File: config.mk
export PLATFORM = sky130hd
export DESIGN_NAME = part_tagger
export DESIGN_NICKNAME = d
export VERILOG_FILES = /design/src/rtl/part_tag_pkg.sv /design/src/rtl/pt_regfile.sv /design/src/rtl/pt_select.sv /design/src/rtl/pt_vmap.sv /design/src/rtl/part_tagger.sv
export SDC_FILE = /design/constraint.sdc
export NUM_CORES = 1
export LEC_CHECK = 0
export BUFFER_PORTS_ARGS = -buffer_cell sky130_fd_sc_hd__buf_2
export CELL_PAD_IN_SITES_DETAIL_PLACEMENT = 1
export CELL_PAD_IN_SITES_GLOBAL_PLACEMENT = 1
export CORE_MARGIN = 2
export CORE_UTILIZATION = 44
export CTS_CLUSTER_DIAMETER = 40
export DETAILED_ROUTE_END_ITERATION = 6
export HOLD_SLACK_MARGIN = 0.1
export PLACE_DENSITY_LB_ADDON = 0.1
export SLEW_MARGIN = 20
export SYNTH_ARGS = -nofsm -noshare
export SYNTH_HDL_FRONTEND = slang
export SYNTH_SLANG_ARGS = --single-unit
File: constraint.sdc
create_clock -name clk -period 16.2 [get_ports clk]
set_input_delay 3.24 -clock clk [delete_from_list [all_inputs] [get_ports clk]]
set_output_delay 3.24 -clock clk [all_outputs]
set_load 0.05 [all_outputs]
File: src/rtl/part_tag_pkg.sv
package part_tag_pkg;
  localparam int PID_W    = 8;
  localparam int PMG_W    = 4;
  localparam int VSLOTS   = 8;
  localparam int VSL_W    = $clog2(VSLOTS);
  localparam int MAP_BASE = 8;
  localparam int AW       = $clog2(MAP_BASE + VSLOTS);
  localparam int IDS_W    = 2 * PID_W + 2 * PMG_W;
  localparam int DW       = IDS_W + 3;

  typedef logic [PID_W-1:0] pid_t;
  typedef logic [PMG_W-1:0] pmg_t;

  // per-level identifier word, LSB first: pid_d, pid_i, pmg_d, pmg_i
  typedef struct packed {
    pmg_t pmg_i;
    pmg_t pmg_d;
    pid_t pid_i;
    pid_t pid_d;
  } ids_t;

  typedef struct packed {
    logic force_ns;
    logic sdeflt;
    logic en;
  } topflg_t;

  typedef struct packed {
    logic guest_lock;
    logic el1_vmen;
    logic el0_vmen;
  } hctl_t;

  typedef struct packed {
    logic [VSL_W-1:0] vid_max;
    logic             has_hcr;
    logic             has_sdeflt;
    pmg_t             pmg_max;
    pid_t             pid_max;
  } limits_t;

  function automatic pid_t pid_limit(pid_t v, pid_t mx);
    return (v > mx) ? '0 : v;
  endfunction

  function automatic pmg_t pmg_limit(pmg_t v, pmg_t mx);
    return (v > mx) ? '0 : v;
  endfunction

  // fold an out-of-range virtual partition onto the implemented slots
  function automatic logic [VSL_W-1:0] vslot_fold(pid_t v, logic [VSL_W-1:0] vmax);
    pid_t top;
    pid_t r;
    top = pid_t'(vmax);
    r   = (v > top) ? (v % (top + pid_t'(1))) : v;
    return r[VSL_W-1:0];
  endfunction
endpackage

File: src/rtl/pt_regfile.sv
module pt_regfile
  import part_tag_pkg::*;
(
  input  logic                clk,
  input  logic                rst_n,
  input  logic                wr_en,
  input  logic [AW-1:0]       wr_addr,
  input  logic [DW-1:0]       wr_data,
  output ids_t  [3:0]         lvl_ids,
  output topflg_t             topflg,
  output hctl_t               hctl,
  output limits_t             lims,
  output logic [VSLOTS-1:0]   vmask,
  output pid_t  [VSLOTS-1:0]  ventry
);
  localparam int LIM_W = $bits(limits_t);

  for (genvar l = 0; l < 4; l++) begin : g_lvl
    always_ff @(posedge clk or negedge rst_n) begin
      if (!rst_n)
        lvl_ids[l] <= '0;
      else if (wr_en && wr_addr == AW'(l))
        lvl_ids[l] <= ids_t'(wr_data[IDS_W-1:0]);
    end
  end

  always_ff @(posedge clk or negedge rst_n) begin
    if (!rst_n) begin
      topflg <= '0;
      hctl   <= '0;
      lims   <= '0;
      vmask  <= '0;
    end else if (wr_en) begin
      if (wr_addr == AW'(3)) topflg <= topflg_t'(wr_data[IDS_W +: 3]);
      if (wr_addr == AW'(4)) hctl   <= hctl_t'(wr_data[2:0]);
      if (wr_addr == AW'(5)) lims   <= limits_t'(wr_data[LIM_W-1:0]);
      if (wr_addr == AW'(6)) vmask  <= wr_data[VSLOTS-1:0];
    end
  end

  for (genvar i = 0; i < VSLOTS; i++) begin : g_map
    always_ff @(posedge clk or negedge rst_n) begin
      if (!rst_n)
        ventry[i] <= '0;
      else if (wr_en && wr_addr == AW'(MAP_BASE + i))
        ventry[i] <= wr_data[PID_W-1:0];
    end
  end
endmodule

File: src/rtl/pt_select.sv
module pt_select
  import part_tag_pkg::*;
(
  input  logic          req_el_0,
  input  logic          req_el_1,
  input  logic          req_hyp_en,
  input  logic          req_host,
  input  logic          req_tge,
  input  logic          req_ifetch,
  input  ids_t  [3:0]   lvl_ids,
  input  hctl_t         hctl,
  input  logic          has_hcr,
  output logic [1:0]    eff_el,
  output pid_t          pid_raw,
  output pmg_t          pmg_raw,
  output logic          use_virt
);
  logic [1:0] el_in;
  logic       redirect;
  ids_t       ids;

  assign el_in    = {req_el_1, req_el_0};
  assign redirect = (el_in == 2'd0) && req_hyp_en && hctl.guest_lock && !req_tge;
  assign eff_el   = redirect ? 2'd1 : el_in;
  assign ids      = lvl_ids[eff_el];
  assign pid_raw  = req_ifetch ? ids.pid_i : ids.pid_d;
  assign pmg_raw  = req_ifetch ? ids.pmg_i : ids.pmg_d;

  always_comb begin
    use_virt = 1'b0;
    if (has_hcr && req_hyp_en) begin
      if (eff_el == 2'd0)      use_virt = !req_host && hctl.el0_vmen;
      else if (eff_el == 2'd1) use_virt = hctl.el1_vmen;
    end
  end
endmodule

File: src/rtl/pt_vmap.sv
module pt_vmap
  import part_tag_pkg::*;
(
  input  pid_t              vid,
  input  logic [VSL_W-1:0]  vid_max,
  input  pid_t              pid_max,
  input  logic [VSLOTS-1:0] vmask,
  input  pid_t [VSLOTS-1:0] ventry,
  output pid_t              phys,
  output logic              map_err
);
  logic [VSL_W-1:0] slot;
  logic             hit;
  logic             dflt;

  assign slot    = vslot_fold(vid, vid_max);
  assign hit     = vmask[slot];
  assign dflt    = vmask[0];
  assign phys    = hit ? ventry[slot] : ventry[0];
  assign map_err = !(hit || dflt) || (phys > pid_max);
endmodule

File: src/rtl/part_tagger.sv
module part_tagger
  import part_tag_pkg::*;
(
  input  logic                  clk,
  input  logic                  rst_n,
  input  logic                  part_impl,
  input  logic                  wr_en,
  input  logic [AW-1:0]         wr_addr,
  input  logic [DW-1:0]         wr_data,
  input  logic                  req_valid,
  input  logic [1:0]            req_el,
  input  logic                  req_secure,
  input  logic                  req_hyp_en,
  input  logic                  req_host,
  input  logic                  req_tge,
  input  logic                  req_ifetch,
  output logic                  tag_valid,
  output logic                  tag_tagged,
  output logic [PID_W-1:0]      tag_pid,
  output logic [PMG_W-1:0]      tag_pmg,
  output logic                  tag_ns
);
  ids_t  [3:0]        lvl_ids;
  topflg_t            topflg;
  hctl_t              hctl;
  limits_t            lims;
  logic [VSLOTS-1:0]  vmask;
  pid_t [VSLOTS-1:0]  ventry;

  logic [1:0] eff_el;
  pid_t       pid_raw;
  pmg_t       pmg_raw;
  logic       use_virt;
  pid_t       map_pid;
  logic       map_err;

  // named events for the checker
  logic enabled;
  logic sdef_hit;
  logic frc_ns;
  pid_t lim_pid;
  pmg_t lim_pmg;
  pid_t pid_sel;
  pmg_t pmg_sel;
  logic ns_nxt;

  pt_regfile u_regs (
    .clk     (clk),
    .rst_n   (rst_n),
    .wr_en   (wr_en),
    .wr_addr (wr_addr),
    .wr_data (wr_data),
    .lvl_ids (lvl_ids),
    .topflg  (topflg),
    .hctl    (hctl),
    .lims    (lims),
    .vmask   (vmask),
    .ventry  (ventry)
  );

  pt_select u_sel (
    .req_el_0   (req_el[0]),
    .req_el_1   (req_el[1]),
    .req_hyp_en (req_hyp_en),
    .req_host   (req_host),
    .req_tge    (req_tge),
    .req_ifetch (req_ifetch),
    .lvl_ids    (lvl_ids),
    .hctl       (hctl),
    .has_hcr    (lims.has_hcr),
    .eff_el     (eff_el),
    .pid_raw    (pid_raw),
    .pmg_raw    (pmg_raw),
    .use_virt   (use_virt)
  );

  pt_vmap u_vmap (
    .vid     (pid_raw),
    .vid_max (lims.vid_max),
    .pid_max (lims.pid_max),
    .vmask   (vmask),
    .ventry  (ventry),
    .phys    (map_pid),
    .map_err (map_err)
  );

  assign enabled  = part_impl && topflg.en;
  assign sdef_hit = lims.has_sdeflt && topflg.sdeflt && req_secure;
  assign frc_ns   = topflg.force_ns;
  assign lim_pid  = lims.pid_max;
  assign lim_pmg  = lims.pmg_max;

  // range check comes first; translation sees only in-range numbers
  always_comb begin
    if (pid_raw > lims.pid_max) pid_sel = '0;
    else if (use_virt)          pid_sel = map_err ? '0 : map_pid;
    else                        pid_sel = pid_raw;
  end

  assign pmg_sel = pmg_limit(pmg_raw, lims.pmg_max);
  assign ns_nxt  = !req_secure || frc_ns;

  always_ff @(posedge clk or negedge rst_n) begin
    if (!rst_n) begin
      tag_valid  <= 1'b0;
      tag_tagged <= 1'b0;
      tag_pid    <= '0;
      tag_pmg    <= '0;
      tag_ns     <= 1'b0;
    end else begin
      tag_valid <= req_valid;
      if (req_valid) begin
        tag_tagged <= enabled;
        tag_pid    <= (enabled && !sdef_hit) ? pid_sel : '0;
        tag_pmg    <= (enabled && !sdef_hit) ? pmg_sel : '0;
        tag_ns     <= enabled && ns_nxt;
      end
    end
  end
endmodule

==> impl_metrics.py, run 1 <==
metrics = {
    "outcome": {
        "status": "complete, no violations",
    },
    "yosys": {
        "synth_xor_area_share_pct": 0.741,
        "synth.distinct_cells": 79,
        "ys_seq_area_share_pct": 43.6,
        "syn_inst": 1019,
        "synth_ff_type": "dfrtp_1",
        "synth.area.mux_share_pct": 27.8,
        "synth_compound_area_share_pct": 11.2,
        "ys_async_sr_fraction_pct": 100,
        "syn_area_per_cell_um2": 11.6,
        "synth_edf_count": 0,
        "synth-seq-cells": 206,
        "synth_simple_gate_area_share_pct": 7.44,
        "syn_nets": 1115,
        "synth_top_family_by_area": "multiplexers",
        "yosysWarnings": 0,
        "synth_area_um2": 11800,
        "synth_adder_area_share_pct": 5.67,
    },
    "drt": {
        "drtPass1Iterations": 4,
        "totalWireLength_mm": 33.1,
        "drtAntennaViolNets": 0,
        "dr.first_iter.drc_count": 360,
        "via_count": 8796,
        "drc_errors": 0,
        "avgViaCountPerCell": 5.68,
        "wl_per_cell_um": 21.3,
    },
    "clocking": {
        "clock_sinks": 206,
        "root_buffer": "clkbuf_16",
        "clkLatencyLatePin_ps": 510,
        "postCtsHoldBufs": 0,
        "cts_tree": "done",
        "clock_path_buffers": 3,
        "numCtsBuffers": 36,
        "htree_levels": 2,
        "cts.clk_slew.worst_paths_ps": 50,
    },
    "die": {
        "start_util_pct": 44.4,
        "die_y_um": 168,
        "die_area_um2": 28200,
        "io_pins": 58,
        "core_area_um2": 26700,
        "die_x_um": 168,
        "rows": 60,
    },
    "job": {
        "drv_cap": 0,
    },
    "placed_design": {
        "pre_cts_ws_ps": -420,
        "hpwl_mm": 23.4,
        "gp_congestion": 0.846,
        "io_buffers": 57,
        "place_area_um2": 13400,
    },
    "timing": {
        "whs_ps": 499,
        "rsz0062_at_grt": "true",
        "finalWorstSetupSlack_ps": 202,
        "clock_skew_ps": 35.0,
        "relSlewSlack_pct": 28.1,
        "finalCriticalPeriod_ps": 16000,
        "hold_violations": 0,
        "fin_crit_sh_pct": 98.8,
        "setup_violations": 0,
        "fmax_mhz": 62.5,
        "final_max_slew_viol_count": 0,
        "worst_pin_slew_ps": 1070,
    },
    "global_route": {
        "grt_pass1_vias": 9668,
        "grt_max_degree": 72,
        "antenna_found_initial": 1,
        "track_usage_pct": 24.1,
        "overflow": 0,
        "grt_pass1_wl_mm": 53.4,
    },
    "worst_setup_path": {
        "rr_worst_depth": 72,
        "critPathCaptureType": "flop",
        "reg2reg_slack_ps": 2250,
        "path_class": "input port to flop",
        "cp.arrival_ps": 16370,
        "crit_fanout": 8,
        "max_stage_delay_ps": 450,
        "startpoint_type": "input port",
        "crit_required_ps": 16580,
        "crit-reg2reg-capture": "tag_pid[1]",
        "critPathSlowestCell": "or3_4",
        "rr_startpoint": "u_regs.lims[14]",
    },
    "finish": {
        "drive_gt1_share_pct": 42.6,
        "n_fill_cell": 2798,
        "fin_area_um2": 14900,
        "nNetsFinal": 1280,
        "num_antenna_cells": 0,
        "syn_to_final_growth_pct": 26.2,
    },
    "worst_hold_path": {
        "min_path_type": "flop to flop",
        "holdPathStages": 1,
        "min_to": "u_regs.lvl_ids[11]",
        "min_from": "u_regs.lvl_ids[11]",
    },
}
[cells in the mapped netlist (5+ instances only)]
master    count  area share (%)
clkbuf_1     32             1.0
nand2b_1     12            0.63
buf_2         9            0.38
a221oi_1      5            0.37
xor2_1        6            0.44
buf_1         5            0.16
nor3_1       11            0.47
or3_1         6            0.32
o22ai_1      14            0.74
nand3_1      21            0.89
and3_1        5            0.26
o21ai_0      43             1.8
o21ai_1      12            0.51
ha_1         52             5.5
nand2_1      42             1.3
a21oi_1      21            0.89
mux2i_1     102             8.6
a31oi_1      17            0.90
o31ai_1       8            0.51
inv_1        49             1.6
nor2b_1      11            0.58
o21a_1       13            0.83
mux2_2      178              17
mux4_2        8             1.5
dfrtp_1     206              44
a21o_1        8            0.51
nor2_1       33             1.0
[worst max-delay path by stage]
stage,to,from
floorplan,tag_pid[5],req_el[0]
global placement,tag_pid[3],req_el[0]
detailed placement,tag_pid[3],req_hyp_en
CTS,tag_pid[3],req_hyp_en
global route,tag_pid[3],req_hyp_en
finish,tag_pid[1],req_tge
[stage by stage]
step / std cells / setup TNS [ps] / utilization (%)
global placement: 1474 / -365 / 50.1
CTS: 1538 / 0 / 54.7
global route: 1549 / -4530 / 56.0
detailed placement: 1474 / -3060 / 50.1
floorplan: 1019 / -2430 / -
finish: 1549 / 0 / 56.0
[cells by family after synthesis]
kind of cell / Yosys count
buf+inv: 102
fa+ha+maj: 53
xor+xnor: 10
compound gates: 186
flops: 206
mux: 293
simple gates: 169
[critical path, delay by kind of cell]
kind | cells | cell delay (ps)
AO/OA/AOI/OAI | 38 | 5940
adder cells (fa/ha/maj) | 9 | 2350
buffers and inverters | 7 | 950
multiplexers | 5 | 1130
AND/OR/NAND/NOR | 16 | 2710
[layout by cell type (no fill, tap or decap), types with 5 or more instances in the layout]
cell type / n
dfrtp_1: 206
mux2_2: 178
buf_4: 114
mux2i_1: 95
buf_2: 53
inv_1: 48
ha_1: 46
nand2_1: 41
clkbuf_16: 37
o21ai_0: 35
nor2_1: 22
nand3_1: 19
a31oi_1: 15
o21ai_1: 13
o22ai_1: 13
o21a_1: 12
a21oi_1: 12
nand2b_1: 12
nor2b_1: 9
a21oi_2: 8
nor3_1: 8
mux4_2: 8
o31ai_1: 8
a21o_1: 7
nor2_2: 7
xor2_1: 6
mux2i_2: 6
ha_4: 6
clkinvlp_4: 6
o21ai_2: 5
nor2_4: 5
or3_1: 5
[registers in the layout, summed over array words and instances, names as in the netlist]
register,count
tag_valid,1
u_regs.ventry,64
u_regs.vmask,8
tag_ns,1
tag_pid,8
u_regs.lims,17
u_regs.hctl,3
u_regs.topflg,3
tag_tagged,1
u_regs.lvl_ids,96
tag_pmg,4
[final cells by class]
class / count / area, um^2 / area share [%]
clock buffer: 43 / 957 / 6.41
clock inverter: 19 / 239 / 1.60
inverter: 52 / 195 / 1.31
multi-input combinational: 711 / 6670 / 44.7
sequential: 206 / 5150 / 34.5
tap: 341 / 427 / 2.86
timing repair buffer: 177 / 1280 / 8.55
[timing repair]
| action | in CTS | in global routing |
|---|---|---|
| gates cloned | 0 | 1 |
| gates resized for setup | 0 | 56 |
| pin swaps | 0 | 39 |
| buffers inserted | 2 | 10 |
| setup endpoints to repair | 1 | 8 |
[metal layers]
metal / up-vias / GRT usage (%) / wire length, um / share of wire [%]
met5: - / 0 / 7 / 0.021
met4: 2 / 5.67 / 578 / 1.7
met3: 44 / 2.94 / 984 / 3.0
met2: 123 / 41.7 / 16400 / 49
met1: 4543 / 32.3 / 15100 / 46
li1: 4084 / - / - / -
Power of run 1 is not shown: default switching activity piles up to over one toggle a cycle in this logic, so the estimate is an artifact.
==> run 2: changes to the inputs <==
--- a/config.mk
+++ b/config.mk
@@ -5,7 +5,7 @@
 export SDC_FILE = /design/constraint.sdc
 export NUM_CORES = 1
 export LEC_CHECK = 0
-export BUFFER_PORTS_ARGS = -buffer_cell sky130_fd_sc_hd__buf_2
+export BUFFER_PORTS_ARGS = -buffer_cell sky130_fd_sc_hd__buf_4
 export CELL_PAD_IN_SITES_DETAIL_PLACEMENT = 1
 export CELL_PAD_IN_SITES_GLOBAL_PLACEMENT = 1
 export CORE_MARGIN = 2
@@ -14,6 +14,8 @@
 export DETAILED_ROUTE_END_ITERATION = 6
 export HOLD_SLACK_MARGIN = 0.1
 export PLACE_DENSITY_LB_ADDON = 0.1
+export RECOVER_POWER = 100
+export REMOVE_ABC_BUFFERS = 1
 export SLEW_MARGIN = 20
 export SYNTH_ARGS = -nofsm -noshare
 export SYNTH_HDL_FRONTEND = slang
==> run 2 against run 1 <==
  * Wire length is 5.3% higher
  * Critical path depth stayed put
  * Global-route usage is 0.59 points higher
  * Setup slack better by 84 ps
  * Clock skew is 20 ps lower
  * Sequential cell count stayed put
  * The run now ends with capacitance limit, slew limit left
  * Critical endpoint is now tag_pid[0]
  * Die area stayed put
==> impl_metrics.py, run 2 (synthesis results as in run 1) <==
metrics = {
    "outcome": {
        "status": "finished, violations left",
        "violations": "capacitance limit, slew limit",
    },
    "die": {
        "die_x_um": 168,
        "core_area_um2": 26700,
        "start_util_pct": 44.4,
        "die_area_um2": 28200,
        "die_y_um": 168,
        "rows": 60,
        "io_pins": 58,
    },
    "clocking": {
        "postCtsHoldBufs": 0,
        "clock_sinks": 206,
        "numCtsBuffers": 31,
        "cts.clk_slew.worst_paths_ps": 60,
        "root_buffer": "clkbuf_16",
        "clkLatencyLatePin_ps": 560,
        "cts_tree": "done",
        "clock_path_buffers": 3,
        "htree_levels": 1,
    },
    "worst_setup_path": {
        "critPathTopFamily": "compound AO/OA/AOI/OAI gates",
        "crit_fanout": 7,
        "max_stage_delay_ps": 410,
        "critPathCaptureType": "flop",
        "critPathSlowestCell": "or3_4",
        "crit_top_cell": "buf_4",
        "crit_required_ps": 16650,
        "reg2reg_slack_ps": 2420,
        "worst-path-buf-inv": 21,
        "path_class": "input port to flop",
        "crit_end": "tag_pid[0]",
        "cp-startpoint": "req_tge",
        "cp.arrival_ps": 16370,
        "rr_worst_depth": 73,
        "rr_startpoint": "u_regs.lims[14]",
        "startpoint_type": "input port",
        "crit-reg2reg-capture": "tag_pid[0]",
        "worst-path-stages": 75,
    },
    "timing": {
        "setup_violations": 0,
        "clock_skew_ps": 14.7,
        "worst_pin_slew_ps": 4410,
        "fmax_mhz": 62.8,
        "relSlewSlack_pct": -194,
        "hold_violations": 0,
        "fin_crit_sh_pct": 98.2,
        "rsz0062_at_grt": "true",
        "final_max_slew_viol_count": 314,
        "finalCriticalPeriod_ps": 15910,
    },
    "drt": {
        "drtAntennaViolNets": 0,
        "avgViaCountPerCell": 5.70,
        "wl_per_cell_um": 21.9,
        "drc_errors": 0,
        "totalWireLength_mm": 34.8,
        "via_count": 9052,
        "dr.first_iter.drc_count": 411,
        "drtPass1Iterations": 5,
    },
    "global_route": {
        "overflow": 0,
        "antenna_found_initial": 0,
        "grt_use_met3_pct": 2.68,
        "global_route.peak_usage_layer": "met2",
        "grt_pass1_vias": 9816,
        "grt_max_degree": 83,
        "use_met1_pct": 31.8,
        "grt_pass1_wl_mm": 54.7,
        "track_usage_pct": 24.7,
        "grt_util_met2_pct": 43.7,
    },
    "placed_design": {
        "gp_congestion": 0.841,
        "dpl.cell_count": 1488,
        "io_buffers": 57,
        "hpwl_mm": 23.3,
    },
    "worst_hold_path": {
        "min_from": "u_regs.lvl_ids[35]",
        "min_path_type": "flop to flop",
    },
    "job": {
        "drv_cap": 7,
    },
    "finish": {
        "layout_common_cells": "dfrtp_1, buf_4, mux2_2",
        "final_cells": 1589,
        "largest_register_ffs": 96,
        "syn_to_final_growth_pct": 28.3,
        "nNetsFinal": 1319,
        "final_common_cell": "dfrtp_1",
        "top_register": "u_regs.lvl_ids",
        "drive_gt1_share_pct": 42.2,
        "num_antenna_cells": 0,
        "reg_top3": "u_regs.lvl_ids (96), u_regs.ventry (64), u_regs.lims (17)",
    },
}
[run 2: changes by cell type in the layout (fill, tap and decap cells not counted), sizes merged]
cell and delta:
clkbuf +15, bufinv +3, inv +1, clkinvlp -1, buf +20, clkinv +2
[run 2: final cells by class]
class / count / area (um^2)
clock buffer: 34 / 807
clock inverter: 24 / 338
fill: 2741 / 11500
inverter: 52 / 195
multi-input combinational: 711 / 6610
sequential: 206 / 5150
tap: 341 / 427
timing repair buffer: 221 / 1640
[run 2: worst min path at each step]
stage                         end  slack, ps  depth (start not counted)
2_1_floorplan      u_regs.hctl[0]        470                          1
3_5_place_dp   u_regs.lvl_ids[75]        490                          1
6_report       u_regs.lvl_ids[35]        500                          1
4_1_cts         u_regs.ventry[39]        510                          1
3_3_place_gp   u_regs.lvl_ids[11]        480                          1
5_1_grt         u_regs.ventry[39]        510                          1
[run 2: stage by stage]
step	hold WS [ps]	setup slack, ps	TNS [ps]	area (um^2)	utilization, %
after floorplan	471	-2200	-17630	11600	-
after global placement	483	-685	-5440	13400	50.3
after detailed placement	489	-1310	-10260	13400	50.3
after CTS	505	24.7	0	14800	55.5
after global routing	514	-407	-3160	15200	56.9
final	502	286	0	15200	56.9
[run 2: repair_timing]
| item | 4_1_cts | 5_1_grt |
|---|---|---|
| setup buffers | 16 | 26 |
| gates cloned | 1 | 1 |
| resized for setup | 31 | 66 |
| endpoints found under the setup margin | 8 | 8 |
| endpoints found under the hold margin | 0 | 0 |
| pin swaps | 5 | 31 |
[run 2: metal layers]
metal  vias to the layer above  routed length, um
met5                         -                  0
met4                         0                876
met3                        61                962
met1                      4701              15200
met2                       128              17800
li1                       4162                  -
Power of run 2 is left out for the same reason.
